<file path="src/rtl/alu_flag_unit.sv">
module alu_flag_unit #(
  parameter int ADDR_W = 8,
  parameter logic [ADDR_W-1:0] STAT_ADDR = 8'hF0,
  parameter logic [ADDR_W-1:0] DATA_ADDR = 8'h20
) (
  input  logic              clk,
  input  logic              rst_n,
  input  logic              wr_en,
  input  logic [3:0]        op_sel,
  input  logic [7:0]        opnd_a,
  input  logic [7:0]        opnd_b,
  input  logic [ADDR_W-1:0] dest_addr,
  output logic [7:0]        result,
  output logic [7:0]        wb_data,
  output logic [7:0]        status
);
  localparam logic [3:0] OP_ADD = 4'd0, OP_SUB = 4'd1, OP_AND = 4'd2, OP_OR = 4'd3,
                         OP_XOR = 4'd4, OP_CLR = 4'd5, OP_MVA = 4'd6, OP_MVB = 4'd7,
                         OP_SWP = 4'd8, OP_BST = 4'd9, OP_BCL = 4'd10, OP_RLC = 4'd11,
                         OP_RRC = 4'd12;

  // flag vector order: {N, OV, Z, DC, C}
  logic [4:0] flags_q, aff, flags_nx;
  logic [7:0] data_q, res, b_eff, bit_m;
  logic [8:0] sum;
  logic [4:0] low;
  logic       is_sub, valid, c_new, ov;

  assign is_sub = (op_sel == OP_SUB);
  assign b_eff  = is_sub ? ~opnd_b : opnd_b;
  assign sum    = {1'b0, opnd_a} + {1'b0, b_eff} + {8'd0, is_sub};
  assign low    = {1'b0, opnd_a[3:0]} + {1'b0, b_eff[3:0]} + {4'd0, is_sub};
  assign ov     = (opnd_a[7] == b_eff[7]) && (sum[7] != opnd_a[7]);
  assign bit_m  = 8'b1 << opnd_b[2:0];

  always_comb begin
    res   = 8'h00;
    aff   = 5'b00000;
    valid = 1'b1;
    c_new = sum[8];
    case (op_sel)
      OP_ADD, OP_SUB: begin res = sum[7:0];        aff = 5'b11111; end
      OP_AND:         begin res = opnd_a & opnd_b; aff = 5'b10100; end
      OP_OR:          begin res = opnd_a | opnd_b; aff = 5'b10100; end
      OP_XOR:         begin res = opnd_a ^ opnd_b; aff = 5'b10100; end
      OP_CLR:         begin res = 8'h00;           aff = 5'b00100; end
      OP_MVA:         res = opnd_a;
      OP_MVB:         res = opnd_b;
      OP_SWP:         res = {opnd_a[3:0], opnd_a[7:4]};
      OP_BST:         res = opnd_a | bit_m;
      OP_BCL:         res = opnd_a & ~bit_m;
      OP_RLC: begin res = {opnd_a[6:0], flags_q[0]}; aff = 5'b10101; c_new = opnd_a[7]; end
      OP_RRC: begin res = {flags_q[0], opnd_a[7:1]}; aff = 5'b10101; c_new = opnd_a[0]; end
      default: valid = 1'b0;
    endcase
  end

  assign flags_nx = (flags_q & ~aff) | ({res[7], ov, res == 8'h00, low[4], c_new} & aff);

  always_ff @(posedge clk or negedge rst_n) begin
    if (!rst_n) begin
      flags_q <= 5'b0;
      data_q  <= 8'h00;
    end else if (wr_en && valid) begin
      if (dest_addr == STAT_ADDR && aff == 5'b0) flags_q <= res[4:0];
      else                                        flags_q <= flags_nx;
      if (dest_addr == DATA_ADDR) data_q <= res;
    end
  end

  assign result  = res;
  assign wb_data = data_q;
  assign status  = {3'b000, flags_q};

  p_idle_hold_r10: assert property (@(posedge clk) disable iff (!rst_n)
    !(wr_en && valid) |=> ($stable(status) && $stable(wb_data)));

  p_stat_dest_no_data_r6: assert property (@(posedge clk) disable iff (!rst_n)
    (wr_en && dest_addr == STAT_ADDR) |=> $stable(wb_data));

  p_clr_sets_z_r7: assert property (@(posedge clk) disable iff (!rst_n)
    (wr_en && op_sel == OP_CLR) |=>
      (status[2] && status[4:3] == $past(status[4:3]) && status[1:0] == $past(status[1:0])));

  p_neutral_keeps_flags_r8: assert property (@(posedge clk) disable iff (!rst_n)
    (wr_en && valid && aff == 5'b0 && dest_addr != STAT_ADDR) |=> $stable(status));

  p_neg_tracks_msb_r4: assert property (@(posedge clk) disable iff (!rst_n)
    (wr_en && aff[4]) |=> (status[4] == $past(result[7])));

  p_upper_clear_r1: assert property (@(posedge clk) disable iff (!rst_n)
    status[7:5] == 3'b000);
endmodule

</file>
<file path="config.mk">
export PLATFORM = sky130hd
export DESIGN_NAME = alu_flag_unit
export DESIGN_NICKNAME = d
export VERILOG_FILES = /design/src/rtl/alu_flag_unit.sv
export SDC_FILE = /design/constraint.sdc
export NUM_CORES = 1
export LEC_CHECK = 0
export ABC_CLOCK_PERIOD_IN_PS = 2950
export BUFFER_PORTS_ARGS = -buffer_cell sky130_fd_sc_hd__buf_2
export CAP_MARGIN = 25
export CORE_MARGIN = 5
export CORE_UTILIZATION = 30
export CTS_CLUSTER_DIAMETER = 60
export DETAILED_ROUTE_END_ITERATION = 12
export PLACE_DENSITY_LB_ADDON = 0.15
export REMOVE_ABC_BUFFERS = 1
export SETUP_SLACK_MARGIN = 0.05
export SLEW_MARGIN = 20
export SYNTH_ARGS = -nofsm -noshare
export SYNTH_HDL_FRONTEND = slang
export SYNTH_SLANG_ARGS = --single-unit
</file>
<file path="constraint.sdc">
create_clock -name clk -period 2.95 [get_ports clk]
set_input_delay 0.4425 -clock clk [delete_from_list [all_inputs] [get_ports clk]]
set_output_delay 0.4425 -clock clk [all_outputs]
set_load 0.005 [all_outputs]
</file>
### Yosys cells after proc, flatten, opt, wreduce, memory -nomap -nowiden

Cells that the tools add are included.

* word-level logic and storage cells: 51
* output and inout bits: 24
* bits of input ports: 31
* register bits: 13

* equality and inequality tests: 16
* add/sub/neg operators: 4
* bitwise logic cells: 11
* multiplexer cells: 6
* reduce and logical (&&, ||, !) cells: 11
* shift operators: 1

Operator list (count)
* $pmux 8 s11: 1
* $eq 4x4->1 const B: 5
* $pmux 5 s4: 1
* $and 8x8->8: 2
* $eq 4x3->1 const B: 4
* $not 8->8: 2
* $or 8x8->8: 2
* $reduce_or 13->1: 1
* $and 5x5->5: 2
* $add 8x8->9: 1
* $add 9x1->9: 1
* $eq 4x2->1 const B: 2
* $eq 8x6->1 const B: 1
* $eq 8x8->1 const B: 1
* $logic_not 8->1: 1
* $mux 8: 1
* $shl 1x3->8 const A: 1
* $xor 8x8->8: 1
* $add 4x4->5: 1
* $add 5x1->5: 1
* $logic_not 5->1: 1
* $mux 5: 1
* $not 5->5: 1
* $or 5x5->5: 1
* 10 further kinds: 13

### Depth between registers and ports, before layout

* depth in word-level cells: 9
* depth in mapped cells: 11
* depth with buffers taken out: 10

### Worst setup path before layout

OpenSTA, ideal clock, no wires.

* kind: in2reg
* from: input op_sel[3]
* to: register with a tool-made name
* library setup time: 0.093 ns
* data required time: 2.857 ns
* buffers on the path: 1
* setup slack: -0.546 ns
* data arrival time: 3.404 ns
* cell stages on the path: 9
* cells stage by stage: or4b_1 -> buf_2 -> xnor2_1 -> fa_1 -> a222oi_1 -> nand4_1 -> or4_1 -> or4_1 -> o31ai_2

RTL lines
* start, declared: line 9 `input logic [3:0] op_sel,`

==> results_dict.tcl <==
set metrics [dict create \
    power.density_mw_per_mm2 285.0 \
    rows 30 \
    clk_pin_slew_worst_paths_ns 0.06 \
    rsz0062_at_grt "yes" \
    setup_viol 10 \
    layout.cells.non_filler 438 \
    fmax_ghz 0.3066 \
    required_ns 3.10 \
    fin_crit_ns 3.261 \
    power.internal_w 0.0005395 \
    dieArea_mm2 0.008655 \
    grt-busiest-layer "met2" \
    grtUsageTotal 0.1827 \
    comb_power_share 0.586 \
    use_met1 0.2427 \
    start_kind "input port" \
    io_pins 55 \
    dp_cells 426 \
    synthesis.area_mm2 0.002068 \
    use_met2 0.3095 \
    die_w_um 93.03 \
    fin_util 0.4541 \
    cts_max_level 1 \
    clk_path_buf_depth 2 \
    drt_first_pass_iters 5 \
    cts_num_sinks 13 \
    grt_pass1_vias 2471 \
    synth_cell_types 70 \
    p_sw_frac 0.3830 \
    violations "negative setup slack" \
    arrival_ns 3.41 \
    synth_area_leaders "dfrtp_1, ha_1, o21ai_0, mux2_2, a21oi_1" \
    core_area_mm2 0.006756 \
    min_path_type "input port to asynchronous set/reset pin" \
    synthFlopType "dfrtp_1" \
    syn_inst 268 \
    synth.avg_cell_area_um2 7.717 \
    die_h_um 93.03 \
    avgViaCountPerCell 5.815 \
    worstSetupStartpoint "op_sel[3]" \
    status "complete, but fails checks" \
    routedWlPerCell_um 18.53 \
    cts_tree "done" \
    root_buffer "clkbuf_8" \
    grt_antenna_before_repair 0 \
    nFillCells 704 \
    fin_skew_ns 0.004410 \
    initial_core_util 0.3061 \
    ctsHoldBuffers 0 \
    crit_path_end_kind "flip-flop" \
    hold_violations 0 \
    maxCapViolCount 0 \
    syn2layout_area_growth_pct 48.34 \
    drc_errors 0 \
    gr-total-overflow 0 \
    synth-edff-count 0 \
    seq_power_share 0.235 \
    final_common_cell "buf_2" \
    grt_max_degree 35 \
    cellLeakagePower_nw 1.340 \
    grtUsageMet3 0.02092 \
    cts_buffers 3 \
    hpwlAfterDp_mm 6.004 \
    slew_headroom 0.6325 \
    power.net_switching_w 0.0003349 \
    synthArstFlopShare 1.000 \
    reg2reg_slack_ns 0.76 \
    synth_warnings 0 \
    ant_nets 0 \
    via_count 2547 \
    seq_area_frac_synth 0.1573 \
    layout_common_cells "buf_2, buf_4, o21ai_0" \
    pre_cts_ws_ns -0.6968 \
    clkPwrFrac 0.180 \
    p_total_w 0.0008744 \
    synth_top_cell_area_share 0.1573 \
    place_congestion 0.9248 \
    fin_nets 401 \
    finalCritPeriodShare 1.106 \
    routed_wl_mm 8.118 \
    ir_worst_vdd_mv 0.1378 \
    slew_viol_final 0 \
    io_buffers 51 \
    tightest_slew_ns 0.5455 \
    drt_iter0_drc 292 \
    synth-seq-cells 13 \
    setup_ws_ns -0.3115 \
    reg2reg_depth 6 \
    clk_latency_ns 0.24 \
    drive_gt1_frac 0.4330 \
    antennaDiodeCount 0 \
    critPathKind "input port to flip-flop" \
    synth_area_leader_cell "dfrtp_1" \
    grt_pass1_wl_mm 12.63 \
    crit_fanout 5 \
]
through the flow:
stage	hold WS, ns	TNS, ns	cell area (um^2)
floorplan	0.1469	-0.9757	1971
global placement	0.3457	-4.849	2649
detailed placement	0.3451	-4.997	2654
CTS	0.08379	-2.224	2877
global route	0.09054	-3.016	3068
finish	0.07431	-1.891	3068
critical path, cell delays in order:
cell and delay (ns):
buf_6 0.09, or4b_4 0.59, buf_8 0.18, xnor2_4 0.14, buf_6 0.13, ha_4 0.16
a21oi_2 0.17, a21oi_1 0.09, o21ai_1 0.14, nand4_1 0.12, or4_1 0.55, or4_4 0.43
o31ai_2 0.18
worst min-delay path by stage:
| stage | startpoint | end | slack, ns | depth (start not counted) |
|---|---|---|---|---|
| 2_1_floorplan | rst_n | asynchronous set/reset pin | 0.15 | 0 |
| 3_3_place_gp | rst_n | wb_data[0]$_DFFE_PN0P_ | 0.35 | 1 |
| 3_5_place_dp | rst_n | wb_data[0]$_DFFE_PN0P_ | 0.35 | 1 |
| 4_1_cts | rst_n | wb_data[0]$_DFFE_PN0P_ | 0.08 | 1 |
| 5_1_grt | rst_n | asynchronous set/reset pin | 0.09 | 1 |
| 6_report | rst_n | asynchronous set/reset pin | 0.07 | 1 |
final cells by class:
class / instances / area, um^2 / area share
Sequential cell: 13 / 325.3 / 0.1060
Timing Repair Buffer: 103 / 701.9 / 0.2288
Inverter: 6 / 25.02 / 0.008157
Multi-Input combinational cell: 232 / 1871 / 0.6097
Clock buffer: 4 / 45.04 / 0.01468
Tap cell: 80 / 100.1 / 0.03263
cell families (layout without fill, tap and decap cells):
group,after synthesis,count (layout),share of synthesized area
AOI/OAI and AO/OA,99,99,0.3267
and+or+nand+nor,93,93,0.2553
buffers and inverters,25,113,0.06291
xor gates and xnor gates,14,14,0.05929
DFF,13,13,0.1573
muxes,12,12,0.06654
adders and majority gates,11,11,0.07018
other,1,3,0.001813
power by group through the flow:
| stage | combinational [W] | sequential [W] | clock [W] |
|---|---|---|---|
| 2_1_floorplan | 0.000184 | 0.000209 | 0 |
| 3_3_place_gp | 0.000409 | 0.000208 | 0 |
| 3_5_place_dp | 0.000409 | 0.000208 | 0 |
| 4_1_cts | 0.000457 | 0.000205 | 0.000161 |
| 5_1_grt | 0.000554 | 0.000207 | 0.000170 |
| 6_report | 0.000512 | 0.000205 | 0.000157 |
Yosys cell counts, drive strengths merged (3+ instances only):
master,n
nand3,7
a221oi,3
nor2,15
o22ai,3
nor2b,5
o211ai,4
ha,10
xnor2,9
and3,3
a32oi,3
nand2,17
mux2,11
or3,4
a22oi,4
a31oi,3
buf,13
nand4,6
a21o,3
dfrtp,13
o31ai,3
a21oi,20
nor3,7
nand3b,3
a211oi,4
a21boi,3
inv,6
clkbuf,6
nand2b,9
o2111ai,3
o21ai,25
xor2,5
metal layers:
metal / part of all wire / vias to the layer above / routed length (um)
met4: 0.015 / 0 / 118
met1: 0.43 / 1204 / 3513
met2: 0.49 / 110 / 3989
li1: - / 1223 / -
met5: 0 / - / 0
met3: 0.061 / 10 / 497
repair_timing:
action                     CTS  global route
pin swaps                   17            24
resized for setup           27            29
setup endpoints to repair   13            14
buffers inserted             5             3
Power figures use the tool's default switching activity.
